--- src/rtl/wp_guard_pkg.sv ---
// Package: shared types for the write-protect unit.
// Assumes: the protect level is a two-bit code, 0 = none .. 3 = whole array.
package wp_guard_pkg;

    // Protect level encoding, held in the status register.
    typedef enum logic [1:0] {
        LVL_NONE    = 2'b00,
        LVL_QUARTER = 2'b01,
        LVL_HALF    = 2'b10,
        LVL_ALL     = 2'b11
    } prot_level_e;

    // Protection fields of the status register.
    typedef struct packed {
        logic [1:0] level;
        logic       lock_en;
    } prot_cfg_t;

endpackage

--- src/rtl/wp_guard_status_regs.sv ---
// Module: holds protect level, protect-enable bit and write-enable latch.
// Assumes: the permission inputs come from combinational logic fed by these
// same registers; strobes are one cycle wide; reset is synchronous, active low.
module wp_guard_status_regs
    import wp_guard_pkg::*;
(
    input  logic      clk,
    input  logic      rst_n,
    input  logic      wel_set_i,
    input  logic      wel_clr_i,
    input  logic      sr_commit_i,
    input  logic      sr_ok_i,
    input  logic      arr_commit_i,
    input  logic      arr_ok_i,
    input  prot_cfg_t cfg_in_i,
    output prot_cfg_t cfg_q_o,
    output logic      wel_q_o
);

    logic sr_take;
    logic arr_take;
    logic wel_next;

    // Decide which commits are honoured this cycle.
    always_comb begin
        sr_take  = sr_commit_i && sr_ok_i;
        arr_take = arr_commit_i && arr_ok_i;
    end

    // Next latch value: any clearing source wins over a set.
    always_comb begin
        if (sr_take || arr_take || wel_clr_i)
            wel_next = 1'b0;
        else if (wel_set_i)
            wel_next = 1'b1;
        else
            wel_next = wel_q_o;
    end

    // Protection fields: load only on a permitted status commit.
    always_ff @(posedge clk) begin
        if (!rst_n)
            cfg_q_o <= '{level: LVL_NONE, lock_en: 1'b0};
        else if (sr_take)
            cfg_q_o <= cfg_in_i;
    end

    // Write-enable latch register.
    always_ff @(posedge clk) begin
        if (!rst_n)
            wel_q_o <= 1'b0;
        else
            wel_q_o <= wel_next;
    end

    // a clear strobe always leaves the latch clear
    p_wel_clear_r2: assert property (@(posedge clk) disable iff (!rst_n)
        wel_clr_i |=> !wel_q_o);

    // permitted status commit loads fields and ends the write
    p_sr_load_r5: assert property (@(posedge clk) disable iff (!rst_n)
        (sr_commit_i && sr_ok_i) |=> (!wel_q_o && cfg_q_o == $past(cfg_in_i)));

    // refused status commit leaves the fields alone
    p_sr_refused_r6: assert property (@(posedge clk) disable iff (!rst_n)
        (sr_commit_i && !sr_ok_i) |=> $stable(cfg_q_o));

    // permitted array commit ends the write
    p_arr_done_r8: assert property (@(posedge clk) disable iff (!rst_n)
        (arr_commit_i && arr_ok_i) |=> !wel_q_o);

endmodule

--- src/rtl/wp_guard_array_gate.sv ---
// Module: decides whether one array address lies in the protected upper
// region, and whether a byte write there is allowed.
// Assumes: ADDR_W >= 2; the region is the top 0, 1/4, 1/2 or all of the array.
module wp_guard_array_gate
    import wp_guard_pkg::*;
#(
    parameter int ADDR_W = 10
) (
    input  logic [1:0]        level_i,
    input  logic              wel_i,
    input  logic [ADDR_W-1:0] addr_i,
    output logic              prot_hit_o,
    output logic              write_ok_o
);

    localparam int          BW       = ADDR_W + 1;
    localparam logic [BW-1:0] DEPTH  = BW'(1) << ADDR_W;
    localparam logic [BW-1:0] HALF   = DEPTH >> 1;
    localparam logic [BW-1:0] QUART3 = HALF + (DEPTH >> 2);

    logic [BW-1:0] base;

    // Lowest protected address for the current level (DEPTH = none).
    always_comb begin
        case (prot_level_e'(level_i))
            LVL_QUARTER: base = QUART3;
            LVL_HALF:    base = HALF;
            LVL_ALL:     base = '0;
            default:     base = DEPTH;
        endcase
    end

    // Compare the address against the region base and gate with the latch.
    always_comb begin
        prot_hit_o = ({1'b0, addr_i} >= base);
        write_ok_o = wel_i && !prot_hit_o;
    end

endmodule

--- src/rtl/wp_guard.sv ---
// Module: write-protect unit of a serial memory status register.
// Combines the pin, the protect-enable bit and the latch into status-write
// permission, and the protect level and latch into array-write permission.
// Assumes: strobes come from a command decoder, one cycle wide; wp_n_i is
// already synchronised to clk.
module wp_guard
    import wp_guard_pkg::*;
#(
    parameter int ADDR_W = 10
) (
    input  logic              clk,
    input  logic              rst_n,
    input  logic              wp_n_i,
    input  logic              wel_set_i,
    input  logic              wel_clr_i,
    input  logic              sr_commit_i,
    input  logic [1:0]        sr_level_i,
    input  logic              sr_lock_en_i,
    input  logic [ADDR_W-1:0] arr_addr_i,
    input  logic              arr_commit_i,
    output logic [1:0]        level_q,
    output logic              lock_en_q,
    output logic              wel_q,
    output logic              hw_locked_o,
    output logic              sr_write_ok_o,
    output logic              arr_write_ok_o
);

    prot_cfg_t cfg_q;
    prot_cfg_t cfg_in;
    logic      prot_hit;

    // Pack the requested status fields.
    always_comb begin
        cfg_in.level   = sr_level_i;
        cfg_in.lock_en = sr_lock_en_i;
    end

    // Hardware lock and status-register permission.
    always_comb begin
        hw_locked_o   = cfg_q.lock_en && !wp_n_i;
        sr_write_ok_o = wel_q && !hw_locked_o;
        level_q       = cfg_q.level;
        lock_en_q     = cfg_q.lock_en;
    end

    wp_guard_status_regs u_regs (
        .clk          (clk),
        .rst_n        (rst_n),
        .wel_set_i    (wel_set_i),
        .wel_clr_i    (wel_clr_i),
        .sr_commit_i  (sr_commit_i),
        .sr_ok_i      (sr_write_ok_o),
        .arr_commit_i (arr_commit_i),
        .arr_ok_i     (arr_write_ok_o),
        .cfg_in_i     (cfg_in),
        .cfg_q_o      (cfg_q),
        .wel_q_o      (wel_q)
    );

    wp_guard_array_gate #(.ADDR_W(ADDR_W)) u_gate (
        .level_i    (cfg_q.level),
        .wel_i      (wel_q),
        .addr_i     (arr_addr_i),
        .prot_hit_o (prot_hit),
        .write_ok_o (arr_write_ok_o)
    );

    // a hardware lock always refuses status writes
    p_lock_blocks_sr_r4: assert property (@(posedge clk) disable iff (!rst_n)
        hw_locked_o |-> !sr_write_ok_o);

    // whole-array level refuses every array write
    p_full_level_r7: assert property (@(posedge clk) disable iff (!rst_n)
        (level_q == 2'b11) |-> (!arr_write_ok_o && prot_hit));

    // a set enable bit survives while the pin is held low
    p_lock_sticky_r6: assert property (@(posedge clk) disable iff (!rst_n)
        (lock_en_q && !wp_n_i) |=> lock_en_q);

endmodule

--- config.mk ---
export PLATFORM = sky130hd
export DESIGN_NAME = wp_guard
export DESIGN_NICKNAME = d
export VERILOG_FILES = /design/src/rtl/wp_guard_pkg.sv /design/src/rtl/wp_guard_status_regs.sv /design/src/rtl/wp_guard_array_gate.sv /design/src/rtl/wp_guard.sv
export SDC_FILE = /design/constraint.sdc
export NUM_CORES = 1
export LEC_CHECK = 0
export BUFFER_PORTS_ARGS = -buffer_cell sky130_fd_sc_hd__clkbuf_2
export CAP_MARGIN = 10
export CELL_PAD_IN_SITES_DETAIL_PLACEMENT = 1
export CELL_PAD_IN_SITES_GLOBAL_PLACEMENT = 2
export CORE_MARGIN = 2
export CORE_UTILIZATION = 16
export CTS_CLUSTER_SIZE = 30
export DETAILED_ROUTE_END_ITERATION = 8
export PLACE_DENSITY = 0.7
export SYNTH_ARGS = -nofsm -noshare
export SYNTH_HDL_FRONTEND = slang
export SYNTH_SLANG_ARGS = --single-unit
--- constraint.sdc ---
create_clock -name clk -period 1.8 [get_ports clk]
set_input_delay 0.27 -clock clk [delete_from_list [all_inputs] [get_ports clk]]
set_output_delay 0.27 -clock clk [all_outputs]
set_load 0.03 [all_outputs]
==> reports/metrics.yaml <==
outcome:
  run_status: "finished with violations"
  violations: "setup timing"
yosys:
  syn_nets: 62
  synth_area_leaders: "dfxtp_1 26%, ha_1 16%, inv_1 8.5%"
  postSynthCellCount: 38
  synth_top_area_share_pct: 26.0
  yosys_warnings: 0
  syn_area_per_cell_um2: 8.10
  yosys.cell_types.count: 17
  yosys.area.top_type: "dfxtp_1"
  ys_ff_latch: 4
  yosysSeqAreaShare_pct: 26.0
  netlist_area_um2: 308
global_route:
  grt_pass1_vias: 455
  antenna_found_initial: 0
  grt_max_degree: 10
  track_usage_pct: 12.6
  grt.overflow.total: 0
  grt_pass1_wl_mm: 2.01
sta:
  finClkSkew_ns: 0.00414
  period_minus_slack_ns: 2.03
  slew_viol_final: 0
  rsz0062_at_grt: "true"
  max-slew-margin-rel_pct: 79.2
  fin_crit_sh_pct: 113
  finalSetupTns_ns: -0.302
  setup_viol: 2
  fmax_mhz: 494
  tightest_slew_ns: 0.311
  hold_viol_final: 0
  finalWorstSetupSlack_ns: -0.226
min_path:
  min_path_type: "in2reg"
critical_path:
  path_buf_inv: 3
  cpMostUsedCell: "ha_4"
  worstSetupPathType: "reg2out"
  crit_required_ns: 1.53
  critPathMaxFanout: 4
  critPathMaxStageDelay_ns: 0.36
  cp_top_family: "adder cells"
  critPathSlowestCell: "dfxtp_4"
  critPathLaunchType: "flip-flop"
  critical_path.cell_chain: "inv_4 -> ha_4 -> inv_2 -> ha_4 -> nor2b_1 -> o21bai_1 -> and3_4 -> buf_8"
  cp.arrival_ns: 1.76
  crit_path_end_kind: "primary output"
clock_tree:
  h-tree-depth: 1
  clockBufferDepth: 2
  root_buffer: "clkbuf_4"
  clk_latency_ns: 0.24
  cts_tree: "built"
  clk_pin_slew_ns: 0.04
  clkSinkCount: 4
  tritoncts.num_buffers: 3
cells_and_area:
  nNetsFinal: 102
  area.growth.synth_to_final_pct: 106
  final_common_cell: "clkbuf_2"
  drive_above_1_share_pct: 67.1
  nFillCells: 232
  num_antenna_cells: 0
  layout_common_cells: "25 x clkbuf_2, 9 x buf_4, 4 x inv_1, 4 x nand4_1"
  multi_input_area_um2: 253
  ff_latch_area_um2: 87.6
  finalCoreUtilization_pct: 36.0
floorplanning:
  die-area_um2: 2290
  coreArea_um2: 1760
  die_h_um: 47.9
  die_w_um: 47.9
  io_pins: 27
  start_util_pct: 17.4
  rows: 15
route:
  wirelength_mm: 1.15
  wl_per_cell_um: 11.4
  ant_nets: 0
  viasPerCell: 4.25
  drt_pass1_iterations: 3
  via_count: 429
  drtIter0Drc: 10
  drcViolationCount: 0
place:
  hpwl_um: 871
  io_buffers: 26
  gp_congestion: 0.746
pwr:
  ir_drop_mv: 0.234
  p_leak_nw: 0.306
  p_per_area_nw_per_um2: 457
run:
  drv_cap: 0
layout make-up:
| cell class | instances | area share (%) |
|---|---|---|
| Clock buffer | 3 | 3.55 |
| Sequential cell | 4 | 13.8 |
| Tap cell | 25 | 4.93 |
| Timing Repair Buffer | 35 | 32.7 |
| Multi-Input combinational cell | 26 | 39.8 |
| Inverter | 8 | 5.13 |
cells in the mapped netlist, drive strengths merged:
master	n
a21oi	3
a311o	1
a41oi	1
and3	1
dfxtp	4
ha	4
inv	8
nand2b	2
nand4	4
nor2	3
nor2b	1
nor4	1
nor4b	1
o21bai	1
o31ai	3
cells by family after synthesis:
kind of cell	synth area share, %
compound gates	20.7
buf+inv	9.76
simple gates	27.2
flops	26.0
fa+ha+maj	16.3
routing by layer:
layer  vias to the layer above  track usage (%)  part of all wire, %
met2                        10             23.2                   57
met5                         -                0                    0
met1                       202             14.7                   39
met4                         0             3.24                 0.78
li1                        215                -                    -
met3                         2             2.26                  3.7
metrics by stage:
stage | power, mW | setup WS, ns | std cells | instance area, um2 | hold slack (ns)
6_report | 0.290 | -0.226 | 101 | 634 | 0.274
5_1_grt | 0.306 | -0.291 | 101 | 634 | 0.277
4_1_cts | 0.289 | -0.240 | 99 | 608 | 0.261
3_5_place_dp | 0.161 | -0.144 | 93 | 512 | 0.506
3_3_place_gp | 0.159 | -0.0998 | 93 | 512 | 0.501
2_1_floorplan | 0.126 | 0.000318 | 38 | 320 | 0.401
what timing repair did:
item	CTS	global route
resized for setup	8	3
buffers inserted	3	2
pin swaps	3	3
setup endpoints to repair	1	2
hold buffers	0	0
final timing paths:
path / startpoint / to / slack, ns / depth (start not counted)
worst min register to register: u_regs.cfg_q_o[0] / u_regs.cfg_q_o[0] / 0.53 / 2
worst max-delay path: u_regs.cfg_q_o[1] / arr_write_ok_o / -0.23 / 8
worst max register to register: u_regs.cfg_q_o[1] / u_regs.wel_q_o / -0.08 / 11
worst min-delay path: sr_level_i[1] / u_regs.cfg_q_o[2] / 0.27 / 3
state kept, by name, summed over array words and instances, names as in the netlist:
signal,cells
u_regs.cfg_q_o,3
u_regs.wel_q_o,1
power by group:
part | total (mW) | internal [mW] | switching [mW]
combinational | 0.0817 | 0.0430 | 0.0387
sequential | 0.0941 | 0.0895 | 0.00459
clock | 0.114 | 0.0748 | 0.0390
total | 0.290 | 0.207 | 0.0823
worst reg2reg max path, stage by stage, from the launching register on:
cell and delay, ns:
dfxtp_4 0.36, inv_4 0.04, ha_4 0.25, inv_2 0.04, ha_4 0.25, nor2b_1 0.12, o21bai_1 0.10, buf_4 0.14
buf_4 0.12, buf_4 0.12, buf_4 0.12, a41oi_2 0.15
No activity file was read; power rests on OpenSTA's default activity.
